==> src/rtl/eecfg_pkg.sv <==
package eecfg_pkg;

    typedef enum logic [2:0] {
        ST_BOOT,
        ST_IDLE,
        ST_START,
        ST_WAIT,
        ST_DONE,
        ST_FAIL
    } ld_state_t;

    typedef enum logic [1:0] {
        E_IDLE,
        E_SHIFT,
        E_GAP
    } mw_state_t;

    localparam int RB_VALID = 15;
    localparam int RB_REQ   = 14;
    localparam int RB_DET   = 13;
    localparam int RB_PEN   = 4;

    // Fallback value of shadow byte idx
    function automatic logic [7:0] dflt_byte(input int idx);
        logic [31:0] v;
        v = 32'(idx * 7 + 3);
        return v[7:0];
    endfunction

endpackage

==> src/rtl/eecfg_mw_rd.sv <==
module eecfg_mw_rd #(
    parameter int AW      = 6,
    parameter int SK_HALF = 2
) (
    input  logic          clk,
    input  logic          rst_n,
    input  logic          start,
    input  logic [AW-1:0] addr,
    input  logic          ee_do,
    output logic          ee_cs,
    output logic          ee_sk,
    output logic          ee_di,
    output logic          done,
    output logic          no_dev,
    output logic [15:0]   word
);
    import eecfg_pkg::*;

    localparam int CMD_BITS  = 3 + AW;
    localparam int DUMMY_IDX = CMD_BITS;
    localparam int LAST_IDX  = CMD_BITS + 16;
    localparam int CW        = $clog2(LAST_IDX + 1);
    localparam int DW        = $clog2(SK_HALF + 1);

    mw_state_t st, st_nx;
    logic [DW-1:0]       div;
    logic [CW-1:0]       bitn;
    logic [CMD_BITS-1:0] cmd;
    logic                ph;
    logic                tick;

    assign tick = (div == DW'(SK_HALF - 1));

    always_ff @(posedge clk) begin
        if (!rst_n) st <= E_IDLE;
        else        st <= st_nx;
    end

    always_comb begin
        st_nx = st;
        unique case (st)
            E_IDLE:  if (start) st_nx = E_SHIFT;
            E_SHIFT: begin
                if (tick && !ph && bitn == CW'(DUMMY_IDX) && ee_do)
                    st_nx = E_GAP;
                else if (tick && ph && bitn == CW'(LAST_IDX))
                    st_nx = E_GAP;
            end
            E_GAP:   if (tick && ph) st_nx = E_IDLE;
            default: st_nx = E_IDLE;
        endcase
    end

    always_ff @(posedge clk) begin
        if (!rst_n) begin
            div    <= '0;
            ph     <= 1'b0;
            bitn   <= '0;
            cmd    <= '0;
            word   <= '0;
            no_dev <= 1'b0;
            done   <= 1'b0;
        end else begin
            done <= 1'b0;
            unique case (st)
                E_IDLE: begin
                    div  <= '0;
                    ph   <= 1'b0;
                    bitn <= '0;
                    if (start) begin
                        cmd    <= {3'b110, addr};
                        no_dev <= 1'b0;
                    end
                end
                E_SHIFT: begin
                    div <= tick ? '0 : div + 1'b1;
                    if (tick) begin
                        if (!ph) begin
                            if (bitn == CW'(DUMMY_IDX) && ee_do) begin
                                no_dev <= 1'b1;
                            end else begin
                                ph <= 1'b1;
                                if (bitn > CW'(DUMMY_IDX))
                                    word <= {word[14:0], ee_do};
                            end
                        end else begin
                            ph   <= 1'b0;
                            bitn <= bitn + 1'b1;
                            cmd  <= {cmd[CMD_BITS-2:0], 1'b0};
                        end
                    end
                end
                E_GAP: begin
                    div <= tick ? '0 : div + 1'b1;
                    if (tick) ph <= ~ph;
                    if (tick && ph) done <= 1'b1;
                end
                default: ;
            endcase
        end
    end

    always_comb begin
        ee_cs = (st == E_SHIFT);
        ee_sk = (st == E_SHIFT) && ph;
        ee_di = (st == E_SHIFT) && (bitn < CW'(CMD_BITS)) && cmd[CMD_BITS-1];
    end

    // data to the device holds while the serial clock stays high
    a_r1_di_steady: assert property (@(posedge clk) disable iff (!rst_n)
        (ee_sk && $past(ee_sk)) |-> $stable(ee_di));

    // an absent device leaves the select line released
    a_r6_absent_quiet: assert property (@(posedge clk) disable iff (!rst_n)
        no_dev |-> !ee_cs);

endmodule

==> src/rtl/eecfg_shadow.sv <==
module eecfg_shadow #(
    parameter int         N_BYTES = 36,
    parameter logic [7:0] CSUM    = 8'hFF
) (
    input  logic                   clk,
    input  logic                   rst_n,
    input  logic                   clr_sum,
    input  logic                   wr_en,
    input  logic [$clog2(N_BYTES/2)-1:0] wr_idx,
    input  logic [15:0]            wr_word,
    input  logic                   commit,
    input  logic                   keep,
    output logic [N_BYTES*8-1:0]   cfg,
    output logic                   sum_ok
);
    import eecfg_pkg::*;

    localparam int NW = N_BYTES / 2;
    localparam int IW = $clog2(NW);

    logic [7:0] sum;

    always_ff @(posedge clk) begin
        if (!rst_n || clr_sum) sum <= '0;
        else if (wr_en)        sum <= sum + wr_word[15:8] + wr_word[7:0];
    end

    assign sum_ok = (sum == CSUM);

    for (genvar w = 0; w < NW; w++) begin : g_word
        logic [15:0] q;
        always_ff @(posedge clk) begin
            if (!rst_n || (commit && !keep))
                q <= {dflt_byte(2 * w), dflt_byte(2 * w + 1)};
            else if (wr_en && wr_idx == IW'(w))
                q <= wr_word;
        end
        assign cfg[2*w*8 +: 8]     = q[15:8];
        assign cfg[(2*w+1)*8 +: 8] = q[7:0];
    end

    // a rejected load restores the fallback bytes
    a_r5_defaults_after_fail: assert property (@(posedge clk) disable iff (!rst_n)
        (commit && !keep) |=> (cfg[7:0] == dflt_byte(0)
                               && cfg[N_BYTES*8-1 -: 8] == dflt_byte(N_BYTES - 1)));

endmodule

==> src/rtl/eecfg_loader.sv <==
module eecfg_loader #(
    parameter int         N_BYTES = 36,
    parameter int         AW      = 6,
    parameter int         SK_HALF = 2,
    parameter logic [7:0] CSUM    = 8'hFF
) (
    input  logic                 clk,
    input  logic                 rst_n,
    input  logic                 det_strap,
    input  logic                 stop,
    input  logic                 hst_we,
    input  logic                 hst_re,
    input  logic [15:0]          hst_wdata,
    output logic [15:0]          hst_rdata,
    output logic                 hst_ack,
    output logic                 ee_cs,
    output logic                 ee_sk,
    output logic                 ee_di,
    input  logic                 ee_do,
    output logic                 busy_o,
    output logic                 swcfg_wait,
    output logic [N_BYTES*8-1:0] cfg_data
);
    import eecfg_pkg::*;

    localparam int NW = N_BYTES / 2;
    localparam int IW = $clog2(NW);

    ld_state_t st, st_nx;
    logic [IW-1:0] widx;
    logic          load_req, valid, det_q, pen;
    logic [3:0]    swb;
    logic          host_ok;
    logic [15:0]   stat;
    logic          mw_cs, mw_sk, mw_di, mw_done, mw_absent;
    logic [15:0]   mw_word;
    logic          sum_ok, wr_en, commit, keep, clr_sum;

    eecfg_mw_rd #(.AW(AW), .SK_HALF(SK_HALF)) u_mw (
        .clk    (clk),
        .rst_n  (rst_n),
        .start  (st == ST_START),
        .addr   (AW'(widx)),
        .ee_do  (ee_do),
        .ee_cs  (mw_cs),
        .ee_sk  (mw_sk),
        .ee_di  (mw_di),
        .done   (mw_done),
        .no_dev (mw_absent),
        .word   (mw_word)
    );

    assign wr_en   = (st == ST_WAIT) && mw_done && !mw_absent;
    assign commit  = (st == ST_DONE) || (st == ST_FAIL);
    assign keep    = (st == ST_DONE) && sum_ok;
    assign clr_sum = (st == ST_IDLE) || (st == ST_BOOT);

    eecfg_shadow #(.N_BYTES(N_BYTES), .CSUM(CSUM)) u_shadow (
        .clk     (clk),
        .rst_n   (rst_n),
        .clr_sum (clr_sum),
        .wr_en   (wr_en),
        .wr_idx  (widx),
        .wr_word (mw_word),
        .commit  (commit),
        .keep    (keep),
        .cfg     (cfg_data),
        .sum_ok  (sum_ok)
    );

    assign host_ok = (hst_we || hst_re) && (st == ST_IDLE) && !load_req;
    assign stat    = {valid, load_req, det_q, 8'h00, pen, swb};

    // Strap capture: follows the pin only while reset is held
    always_ff @(posedge clk) begin
        if (!rst_n) det_q <= det_strap;
    end

    always_ff @(posedge clk) begin
        if (!rst_n) st <= ST_BOOT;
        else        st <= st_nx;
    end

    always_comb begin
        st_nx = st;
        unique case (st)
            ST_BOOT:  st_nx = det_q ? ST_START : ST_IDLE;
            ST_IDLE:  if (load_req) st_nx = ST_START;
            ST_START: st_nx = ST_WAIT;
            ST_WAIT: begin
                if (mw_done) begin
                    if (mw_absent)                st_nx = ST_FAIL;
                    else if (widx == IW'(NW - 1)) st_nx = ST_DONE;
                    else                          st_nx = ST_START;
                end
            end
            ST_DONE:  st_nx = ST_IDLE;
            ST_FAIL:  st_nx = ST_IDLE;
            default:  st_nx = ST_IDLE;
        endcase
    end

    always_ff @(posedge clk) begin
        if (!rst_n) begin
            widx       <= '0;
            load_req   <= 1'b0;
            valid      <= 1'b0;
            pen        <= 1'b0;
            swb        <= '0;
            swcfg_wait <= 1'b0;
            hst_ack    <= 1'b0;
            hst_rdata  <= '0;
        end else begin
            hst_ack <= host_ok;
            if (host_ok && hst_re) hst_rdata <= stat;
            if (host_ok && hst_we) begin
                pen <= hst_wdata[RB_PEN];
                swb <= hst_wdata[3:0];
                if (stop && hst_wdata[RB_REQ]) load_req <= 1'b1;
            end
            unique case (st)
                ST_BOOT: begin
                    widx       <= '0;
                    load_req   <= det_q;
                    swcfg_wait <= !det_q;
                end
                ST_IDLE: begin
                    widx <= '0;
                    if (load_req) valid <= 1'b0;
                end
                ST_WAIT: if (mw_done && !mw_absent) widx <= widx + 1'b1;
                ST_DONE: begin
                    load_req   <= 1'b0;
                    valid      <= sum_ok;
                    swcfg_wait <= !sum_ok;
                end
                ST_FAIL: begin
                    load_req   <= 1'b0;
                    valid      <= 1'b0;
                    swcfg_wait <= 1'b1;
                end
                default: ;
            endcase
        end
    end

    always_comb begin
        if (load_req) begin
            ee_cs = mw_cs;
            ee_sk = mw_sk;
            ee_di = mw_di;
        end else if (pen) begin
            ee_cs = swb[2];
            ee_sk = swb[1];
            ee_di = swb[0];
        end else begin
            ee_cs = 1'b0;
            ee_sk = 1'b0;
            ee_di = 1'b0;
        end
        busy_o = (!load_req && pen) ? swb[3] : !valid;
    end

    // no acknowledge for an access made while a load was pending
    a_r2_no_ack_loading: assert property (@(posedge clk) disable iff (!rst_n)
        $past(load_req) |-> !hst_ack);

    // the request bit falls only when a load finishes
    a_r3_req_clears_at_end: assert property (@(posedge clk) disable iff (!rst_n)
        $fell(load_req) |-> ($past(st) == ST_DONE || $past(st) == ST_FAIL));

    // valid rises only after a matching checksum
    a_r4_valid_needs_sum: assert property (@(posedge clk) disable iff (!rst_n)
        $rose(valid) |-> $past(sum_ok));

    // the captured strap never moves outside reset
    a_r7_strap_held: assert property (@(posedge clk) disable iff (!rst_n)
        $past(rst_n) |-> $stable(det_q));

    // a request appears only from the boot load or a write under stop
    a_r9_req_needs_stop: assert property (@(posedge clk) disable iff (!rst_n)
        $rose(load_req) |-> ($past(stop) || $past(st) == ST_BOOT));

    // serial pins rest low with no load and pin-enable clear
    a_r11_pins_quiet: assert property (@(posedge clk) disable iff (!rst_n)
        (!load_req && !pen) |-> (!ee_cs && !ee_sk && !ee_di));

endmodule

==> config.mk <==
export PLATFORM = sky130hd
export DESIGN_NAME = eecfg_loader
export DESIGN_NICKNAME = d
export VERILOG_FILES = /design/src/rtl/eecfg_pkg.sv /design/src/rtl/eecfg_mw_rd.sv /design/src/rtl/eecfg_shadow.sv /design/src/rtl/eecfg_loader.sv
export SDC_FILE = /design/constraint.sdc
export NUM_CORES = 1
export LEC_CHECK = 0
export ABC_AREA = 1
export ABC_CLOCK_PERIOD_IN_PS = 2940
export BUFFER_PORTS_ARGS = -buffer_cell sky130_fd_sc_hd__buf_2
export CAP_MARGIN = 30
export CELL_PAD_IN_SITES_DETAIL_PLACEMENT = 1
export CELL_PAD_IN_SITES_GLOBAL_PLACEMENT = 1
export CORE_ASPECT_RATIO = 1.4
export CORE_UTILIZATION = 39
export DETAILED_ROUTE_END_ITERATION = 10
export PLACE_DENSITY_LB_ADDON = 0.1
export SYNTH_ARGS = -nofsm -noshare
export SYNTH_HDL_FRONTEND = slang
export SYNTH_HIERARCHICAL = 1
export SYNTH_SLANG_ARGS = --single-unit
==> constraint.sdc <==
create_clock -name clk -period 2.94 [get_ports clk]
set_clock_uncertainty 0.1 [all_clocks]
set_input_delay 0.735 -clock clk [delete_from_list [all_inputs] [get_ports clk]]
set_output_delay 0.735 -clock clk [all_outputs]
set_load 0.005 [all_outputs]
==> flow_summary.yaml, run 1 <==
timing:
  final_max_slew_viol_count: 0
  fin_crit_ns: 2.57
  fmax_ghz: 0.389
  slew_headroom_pct: 56.4
  hold_viol: 0
  setup-violations-final: 0
  finalCritPeriodShare_pct: 87.4
  holdWs_ns: 0.287
  tightest_slew_ns: 0.653
  fin_tns_setup_ns: 0
  rsz0062_at_grt: "false"
worst_setup_path:
  cpPeakStageDelay_ns: 0.33
  crit_chain: "inv_1, ha_1, nand2_1, nor2_1, nand2_1, o21ai_0, buf_2"
  cpMostUsedCell: "nand2_1"
  critPathLaunchType: "flip-flop"
  crit_slowest_cell: "dfxtp_1"
  path_max_fanout: 4
  worstPathRequired_ns: 2.11
  arrival_ns: 1.74
  crit_path_end_kind: "output port"
  critical_path_class: "flip-flop to output port"
die:
  io_pins: 333
  fp.dieH_um: 226
  fp.dieW_um: 162
  floorplan.initialDensity_pct: 39.8
  design.die.area_um2: 36600
  rows: 81
  core_um2: 35200
clocking:
  htree_levels: 2
  clk_latency_ns: 0.53
  cts_hold_buf: 0
  cts_post_setup_buffers_inserted: 0
  max-clock-path-buffers: 3
  cts_root_buf: "clkbuf_16"
  cts-buffers-inserted: 37
  cts_tree: "done"
  cts_resized: 0
  clk_pin_slew_ns: 0.06
  cts.sinks: 359
grt:
  antenna_found_initial: 0
  grt_pass1_vias: 12800
  grt_max_degree: 61
  overflow: 0
  grt_pass1_wl_mm: 73.7
  grt_use_total_pct: 26.4
layout:
  areaGrowthSynthToFinish_pct: 22.8
  nets: 2092
  antenna_cells: 0
  fin_cells: 2529
  fin_area_um2: 17200
  drive_gt1_share_pct: 24.3
  fillers: 4357
outcome:
  status: "completed"
yosys:
  ys_seq_area_share_pct: 51.5
  muxShareOfSynthArea_pct: 0
  synth_compound_area_share_pct: 12.4
  yosys.area.top_type: "dfxtp_1"
  synth_simple_gate_area_share_pct: 26.5
  ys_ff_latch: 359
  synthDistinctLibCells: 45
  synthFlopType: "dfxtp_1"
  synth_fa_ha_area_share_pct: 2.49
  synth_top_family_by_area: "simple AND/OR/NAND/NOR gates"
  ys_top_cells_by_area: "dfxtp_1 (51%), nand2_1 (11%), nor2_1 (6.4%), o21ai_0 (5.2%), nand3_1 (4.8%)"
  synthCells: 1756
  synth_xor_area_share_pct: 0.313
  async_reset_ff_share_pct: 0
  avgSynthCellArea_um2: 7.97
  synth.top_cell.area_share_pct: 51.2
  synth_edf_count: 1
  yosysWarningCount: 6
  synth_area_um2: 14000
placement:
  dp.cells: 2463
  portBuffers: 314
  gp_congestion: 0.812
  place_area_um2: 16000
  dp_hpwl_mm: 33.1
worst_hold_path:
  hold_path.class: "primary input to flip-flop"
drt:
  drt_first_iter_violations: 809
  drc_errors: 0
  wl_per_cell_um: 19.5
  vias: 13000
  viasPerCell: 5.13
  postRouteAntennaNets: 0
  firstDrtPassIters: 5
  totalWireLength_mm: 49.2
pwr:
  power_per_cell_area_nw_per_um2: 631
  power.leakage_nw: 8.33
  peakVddDrop_uv: 410
run:
  maxCapViolations: 0
-- area by class of cell --
class / count / area [um2] / share of cell area (%)
sequential: 359 / 7200 / 41.9
multi-input combinational: 1191 / 5860 / 34.1
timing repair buffer: 357 / 1930 / 11.2
clock buffer: 58 / 1150 / 6.68
tap: 456 / 571 / 3.32
inverter: 100 / 395 / 2.30
clock inverter: 8 / 75.1 / 0.437
-- report_power, final --
group / switching [mW] / internal [mW]
registers: 0.0992 / 4.98
clock network: 1.97 / 2.78
logic: 0.713 / 0.312
-- cell usage in the layout (no fill, tap or decap), types with 17 or more instances in the layout --
| cell | n |
|---|---|
| nor2_1 | 239 |
| buf_4 | 40 |
| inv_1 | 71 |
| nor2_4 | 17 |
| nand3_1 | 134 |
| inv_2 | 20 |
| clkbuf_16 | 39 |
| buf_2 | 314 |
| dfxtp_1 | 358 |
| o211ai_2 | 19 |
| o211ai_1 | 18 |
| o21ai_0 | 145 |
| a21oi_1 | 113 |
| nand2_1 | 419 |
-- cell usage after synthesis, types with 2 or more instances --
cell type	instances
nand3_2	2
nand2_2	8
clkinv_2	2
o211ai_2	19
xnor2_1	2
nand3_1	134
nand2_1	419
o21ai_0	145
buf_4	11
inv_2	20
clkinv_1	3
nor2_1	239
nand2_4	6
buf_1	16
clkbuf_1	48
buf_6	4
nand3_4	4
inv_1	72
buf_2	33
nor2_2	3
ha_1	15
o21ai_1	2
dfxtp_1	358
nor2_4	17
nor3_4	2
a211oi_1	4
o211ai_1	18
nor2_8	2
nor3_1	6
nand4_1	6
a21oi_1	113
fa_1	8
xor2_1	3
-- final timing paths --
kind | from | end | slack, ns | cells past startpoint
worst max-delay path | u_mw/st[1]$_SDFFE_PN0P_ | ee_di | 0.37 | 7
worst min-delay path | det_strap | det_q$_DFFE_PN_ | 0.29 | 1
worst max register to register | st[0]$_SDFFE_PN0P_ | u_shadow/g_word[5].q[15]$_SDFFE_PP0P_ | 0.40 | 12
worst min register to register | u_shadow/g_word[7].q[14]$_SDFFE_PP1P_ | u_shadow/g_word[7].q[14]$_SDFFE_PP1P_ | 0.35 | 2
-- flip-flops by register name (all words and copies together), names as in the netlist, 2 cells and up --
name / cells
u_mw/st: 2
u_mw/div: 2
u_shadow/sum: 8
u_mw/word: 16
u_shadow/g_word.q: 288
u_mw/bitn: 5
u_mw/cmd: 9
swb: 4
st: 3
widx: 5
hst_rdata: 8
-- per-stage QoR --
| stage | worst slack [ns] | utilization [%] | power [mW] |
|---|---|---|---|
| floorplan | 0.342 | - | 5.95 |
| global placement | 0.482 | 45.4 | 6.18 |
| detailed placement | 0.386 | 45.4 | 6.22 |
| CTS | 0.339 | 48.9 | 11.0 |
| global route | 0.190 | 48.9 | 11.3 |
| finish | 0.370 | 48.9 | 10.8 |
-- worst max-delay path, delay by kind of cell (launching register included) --
kind / cells / cell delay, ns
fa+ha+maj: 1 / 0.26
buf+inv: 2 / 0.26
flops: 1 / 0.33
simple gates: 3 / 0.28
compound gates: 1 / 0.08
-- metal layers --
layer	global-route usage [%]	up-vias	share of wire [%]
li1	-	6219	-
met2	47.6	326	50
met1	31.0	6344	42
met3	3.62	89	4.2
met4	11.3	0	4.1
met5	0	-	0
-- cells by family after synthesis --
logic type	count (synthesis)
AO/OA/AOI/OAI	305
XOR/XNOR	5
adder cells (fa/ha/maj)	23
buffers and inverters	214
flip-flops	359
other	1
AND/OR/NAND/NOR	849
Note: power is estimated with default switching activity, not from simulation.
==> inputs of run 2 (changes only) <==
Settings changed: RECOVER_POWER from default to 100.
==> flow_summary.yaml, run 2 (synthesized netlist as in run 1, its figures left out) <==
outcome:
  status: "completed"
worst_setup_path:
  critPathLaunchType: "flip-flop"
  crit_path_end_kind: "flip-flop"
  cpPeakStageDelay_ns: 0.63
  crit_slowest_cell: "clkbuf_1"
  worstPathRequired_ns: 3.30
  arrival_ns: 2.96
  cpMostUsedCell: "inv_2"
  critical_path_class: "flip-flop to flip-flop"
  path_max_fanout: 14
  crit_chain: "nand2_1, nor2_4, nand3_4, inv_1, inv_2, nor2_8, inv_2, nor3_4, clkbuf_1, o21ai_0, nor2_1"
layout:
  antenna_cells: 0
  reg_top3: "u_shadow/g_word.q: 288 flops, u_mw/word: 16 flops, u_mw/cmd: 9 flops"
  fin_util_pct: 47.5
  layout_common_cells: "nand2_1 (427), dfxtp_1 (358), nor2_1 (242), clkbuf_1 (213), o21ai_0 (146)"
  largest_reg_flops: 288
  areaGrowthSynthToFinish_pct: 19.5
  layout_commonest_cell: "nand2_1"
  nets: 2092
  drive_gt1_share_pct: 12.6
  largest-register: "u_shadow/g_word.q"
timing:
  slew_headroom_pct: 47.3
  fin_crit_ns: 2.60
  rsz0062_at_grt: "false"
  holdWs_ns: 0.292
  fin_tns_setup_ns: 0
  setup-violations-final: 0
  tightest_slew_ns: 0.790
  hold_viol: 0
  finalCritPeriodShare_pct: 88.4
  fin_ws_ns: 0.342
  fmax_ghz: 0.385
  final_max_slew_viol_count: 0
drt:
  drt_first_iter_violations: 780
  totalWireLength_mm: 49.5
  postRouteAntennaNets: 0
  viasPerCell: 5.15
  wl_per_cell_um: 19.6
  drc_errors: 0
  firstDrtPassIters: 5
  vias: 13000
run:
  maxCapViolations: 0
pwr:
  power.leakage_nw: 7.57
  power_per_cell_area_nw_per_um2: 644
  peakVddDrop_uv: 407
grt:
  grt_pass1_vias: 12800
  grt_pass1_wl_mm: 73.7
  antenna_found_initial: 0
  grt_use_total_pct: 26.4
  overflow: 0
  grt_max_degree: 61
clocking:
  htree_levels: 2
  cts_resized: 0
  cts-buffers-inserted: 37
  cts_post_setup_buffers_inserted: 0
  clk_latency_ns: 0.53
  clk_pin_slew_ns: 0.06
  max-clock-path-buffers: 3
  cts.sinks: 359
  cts_hold_buf: 0
  cts_root_buf: "clkbuf_16"
  cts_tree: "done"
worst_hold_path:
  hold_path.class: "primary input to flip-flop"
die:
  rows: 81
  core_um2: 35200
  design.die.area_um2: 36600
  fp.dieW_um: 162
  fp.dieH_um: 226
  floorplan.initialDensity_pct: 39.8
  io_pins: 333
placement:
  place_ws_ns: 0.386
  gp_congestion: 0.812
  portBuffers: 314
  dp_hpwl_mm: 33.1
-- run 2: cell count changes in the layout (fill, tap and decap cells not counted), sizes merged --
cell | before | now
clkinvlp | 0 | 1
inv | 96 | 95
buf | 357 | 150
clkbuf | 58 | 265
-- run 2: area by class of cell --
class,instances,area [um2]
Multi-Input combinational cell,1191,5680
Tap cell,456,571
Inverter,100,394
Timing Repair Buffer,357,1660
Sequential cell,359,7200
Fill cell,4471,18400
Clock buffer,58,1150
Clock inverter,8,75.1
-- run 2: worst max-delay path: cells and delay by family (launching register included) --
family / cells / cell delay (ns)
buffers and inverters: 4 / 0.94
and+or+nand+nor: 6 / 0.83
AOI/OAI and AO/OA: 1 / 0.18
DFF: 1 / 0.47
-- run 2: metrics by stage --
stage          total power [mW]  std cells  cell area (um2)
6_report                   10.8       2529            16700
5_1_grt                    11.2       2529            16700
4_1_cts                    11.0       2529            17200
3_5_place_dp               6.22       2463            16000
3_3_place_gp               6.18       2463            16000
2_1_floorplan              5.95       1764            14000
-- run 2: worst paths after layout --
| check | start | to | slack (ns) | cells past startpoint |
|---|---|---|---|---|
| worst min register to register | u_shadow/g_word[8].q[4]$_SDFFE_PP1P_ | u_shadow/g_word[8].q[4]$_SDFFE_PP1P_ | 0.36 | 2 |
| worst max register to register | st[0]$_SDFFE_PN0P_ | u_shadow/g_word[13].q[2]$_SDFFE_PP0P_ | 0.34 | 11 |
| worst min-delay path | det_strap | det_q$_DFFE_PN_ | 0.29 | 1 |
| worst max-delay path | st[0]$_SDFFE_PN0P_ | u_shadow/g_word[13].q[2]$_SDFFE_PP0P_ | 0.34 | 11 |
-- run 2: per-layer routing --
metal / wire length [um] / up-vias / global-route usage (%)
met5: 0 / - / 0
met4: 2020 / 0 / 11.3
met3: 2070 / 90 / 3.62
met2: 24700 / 331 / 47.6
met1: 20800 / 6377 / 31.0
li1: - / 6220 / -
-- run 2: power by group --
group	internal, mW	switching (mW)	leakage, nW	total (mW)
clock network	2.78	1.97	0.607	4.74
registers	4.98	0.0939	2.90	5.07
logic	0.271	0.683	4.06	0.954
total	8.03	2.74	7.57	10.8
==> inputs of run 3 (changes only) <==
Settings changed: RECOVER_POWER 100 to 25.
==> flow_summary.yaml, run 3 (synthesized netlist as in run 1, its figures left out) <==
outcome:
  status: "completed"
drt:
  totalWireLength_mm: 49.4
  drc_errors: 0
  drt_first_iter_violations: 781
  viasPerCell: 5.14
  wl_per_cell_um: 19.5
  postRouteAntennaNets: 0
  firstDrtPassIters: 5
  vias: 13000
clocking:
  max-clock-path-buffers: 3
  cts_resized: 0
  cts_root_buf: "clkbuf_16"
  cts_hold_buf: 0
  htree_levels: 2
  cts.sinks: 359
  cts-buffers-inserted: 37
  clk_pin_slew_ns: 0.06
  cts_tree: "done"
  cts_post_setup_buffers_inserted: 0
  clk_latency_ns: 0.53
pwr:
  switching_share_pct: 25.6
  p_clk_share_pct: 43.9
  switching_power_mw: 2.77
  seq_power_share_pct: 46.9
  power.leakage_nw: 8.10
  peakVddDrop_uv: 408
  intPower_mw: 8.05
  power_mw: 10.8
  power_per_cell_area_nw_per_um2: 635
  p_comb_share_pct: 9.2
timing:
  fin_tns_setup_ns: 0
  hold_viol: 0
  finalCritPeriodShare_pct: 87.2
  fmax_ghz: 0.390
  rsz0062_at_grt: "false"
  final_max_slew_viol_count: 0
  fin_crit_ns: 2.56
  setup-violations-final: 0
  tightest_slew_ns: 0.672
  slew_headroom_pct: 55.2
placement:
  gp_congestion: 0.812
  dp_hpwl_mm: 33.1
  portBuffers: 314
worst_hold_path:
  hold_path.class: "primary input to flip-flop"
grt:
  overflow: 0
  grt_max_degree: 61
  grt_use_total_pct: 26.4
  antenna_found_initial: 0
  grt_pass1_vias: 12800
  grt_pass1_wl_mm: 73.7
worst_setup_path:
  crit_path_end_kind: "output port"
  rr_endpoint: "u_shadow/g_word[1].q[15]$_SDFFE_PP0P_"
  critPathCapture: "ee_di"
  path_max_fanout: 4
  r2r_start: "u_shadow/sum[6]$_SDFFE_PP0P_"
  r2r_cells: 11
  arrival_ns: 1.73
  worstPathRequired_ns: 2.11
  critical_path_class: "flip-flop to output port"
  critPathLaunchType: "flip-flop"
  r2r_slack_ns: 0.40
  startpoint: "u_mw/st[1]$_SDFFE_PN0P_"
layout:
  drive_gt1_share_pct: 20.6
  antenna_cells: 0
  largest_reg_flops: 288
  nets: 2092
  layout_commonest_cell: "nand2_1"
  layout_common_cells: "nand2_1 (423), dfxtp_1 (358), buf_2 (245), nor2_1 (240), o21ai_0 (145)"
  largest-register: "u_shadow/g_word.q"
  reg_top3: "u_shadow/g_word.q: 288 flops, u_mw/word: 16 flops, u_mw/cmd: 9 flops"
  areaGrowthSynthToFinish_pct: 21.9
  fillers: 4396
die:
  io_pins: 333
  fp.dieH_um: 226
  design.die.area_um2: 36600
  floorplan.initialDensity_pct: 39.8
  rows: 81
  fp.dieW_um: 162
  core_um2: 35200
run:
  maxCapViolations: 0
## run 3: cell types whose count changed in the layout (fill, tap and decap cells not counted), moves of 4 or more
cell      previous run  this run
nand2_1            427       423
buf_4               34        39
o211ai_1            36        18
inv_2               16        20
o211ai_2             1        19
inv_1               75        71
buf_2              112       245
clkbuf_1           213        78
## run 3: how the worst min path moves through the flow
stage	from	end	cells past startpoint	slack, ns
global placement	u_shadow/g_word[14].q[2]$_SDFFE_PP1P_	u_shadow/g_word[14].q[2]$_SDFFE_PP1P_	2	0.34
finish	det_strap	det_q$_DFFE_PN_	1	0.29
global route	det_strap	det_q$_DFFE_PN_	1	0.27
floorplan	swb[0]$_SDFFE_PN0P_	swb[0]$_SDFFE_PN0P_	2	0.34
detailed placement	u_shadow/g_word[0].q[9]$_SDFFE_PP1P_	u_shadow/g_word[0].q[9]$_SDFFE_PP1P_	2	0.34
CTS	det_strap	det_q$_DFFE_PN_	1	0.27
## run 3: final cells by class
class / instances / area (um2) / area share (%)
flip-flops and latches: 359 / 7200 / 42.2
clock buffers: 58 / 1150 / 6.73
clock inverters: 8 / 75.1 / 0.440
inverters: 100 / 394 / 2.31
multi-input cells: 1191 / 5820 / 34.1
repair buffers: 357 / 1840 / 10.8
well taps: 456 / 571 / 3.35
## run 3: routing by layer
layer | share of wire [%] | global-route usage, % | wire length [um]
met1 | 42 | 31.0 | 20700
met4 | 4.1 | 11.3 | 2010
met3 | 4.3 | 3.62 | 2110
met5 | 0 | 0 | 0
met2 | 50 | 47.6 | 24600
## run 3: per-stage QoR
stage	setup slack, ns	cell area, um2	util [%]	std cells	hold WS [ns]
2_1_floorplan	0.342	14000	-	1764	0.344
3_3_place_gp	0.482	16000	45.4	2463	0.336
3_5_place_dp	0.386	16000	45.4	2463	0.338
4_1_cts	0.339	17200	48.9	2529	0.266
5_1_grt	0.190	17000	48.5	2529	0.269
6_report	0.376	17000	48.5	2529	0.292
## run 3: power by group through the flow
stage	sequential, mW	combinational (mW)	clock, mW
3_5_place_dp	5.19	1.03	0
5_1_grt	5.09	1.14	5.05
2_1_floorplan	5.16	0.790	0
3_3_place_gp	5.18	1.00	0
4_1_cts	5.08	1.04	4.85
6_report	5.07	0.999	4.74
## run 3: critical path: stages (launching register included)
cell and delay [ns]:
dfxtp_1 0.33, inv_1 0.12, ha_1 0.25, nand2_1 0.07
nor2_1 0.14, nand2_1 0.06, o21ai_0 0.07, buf_2 0.14
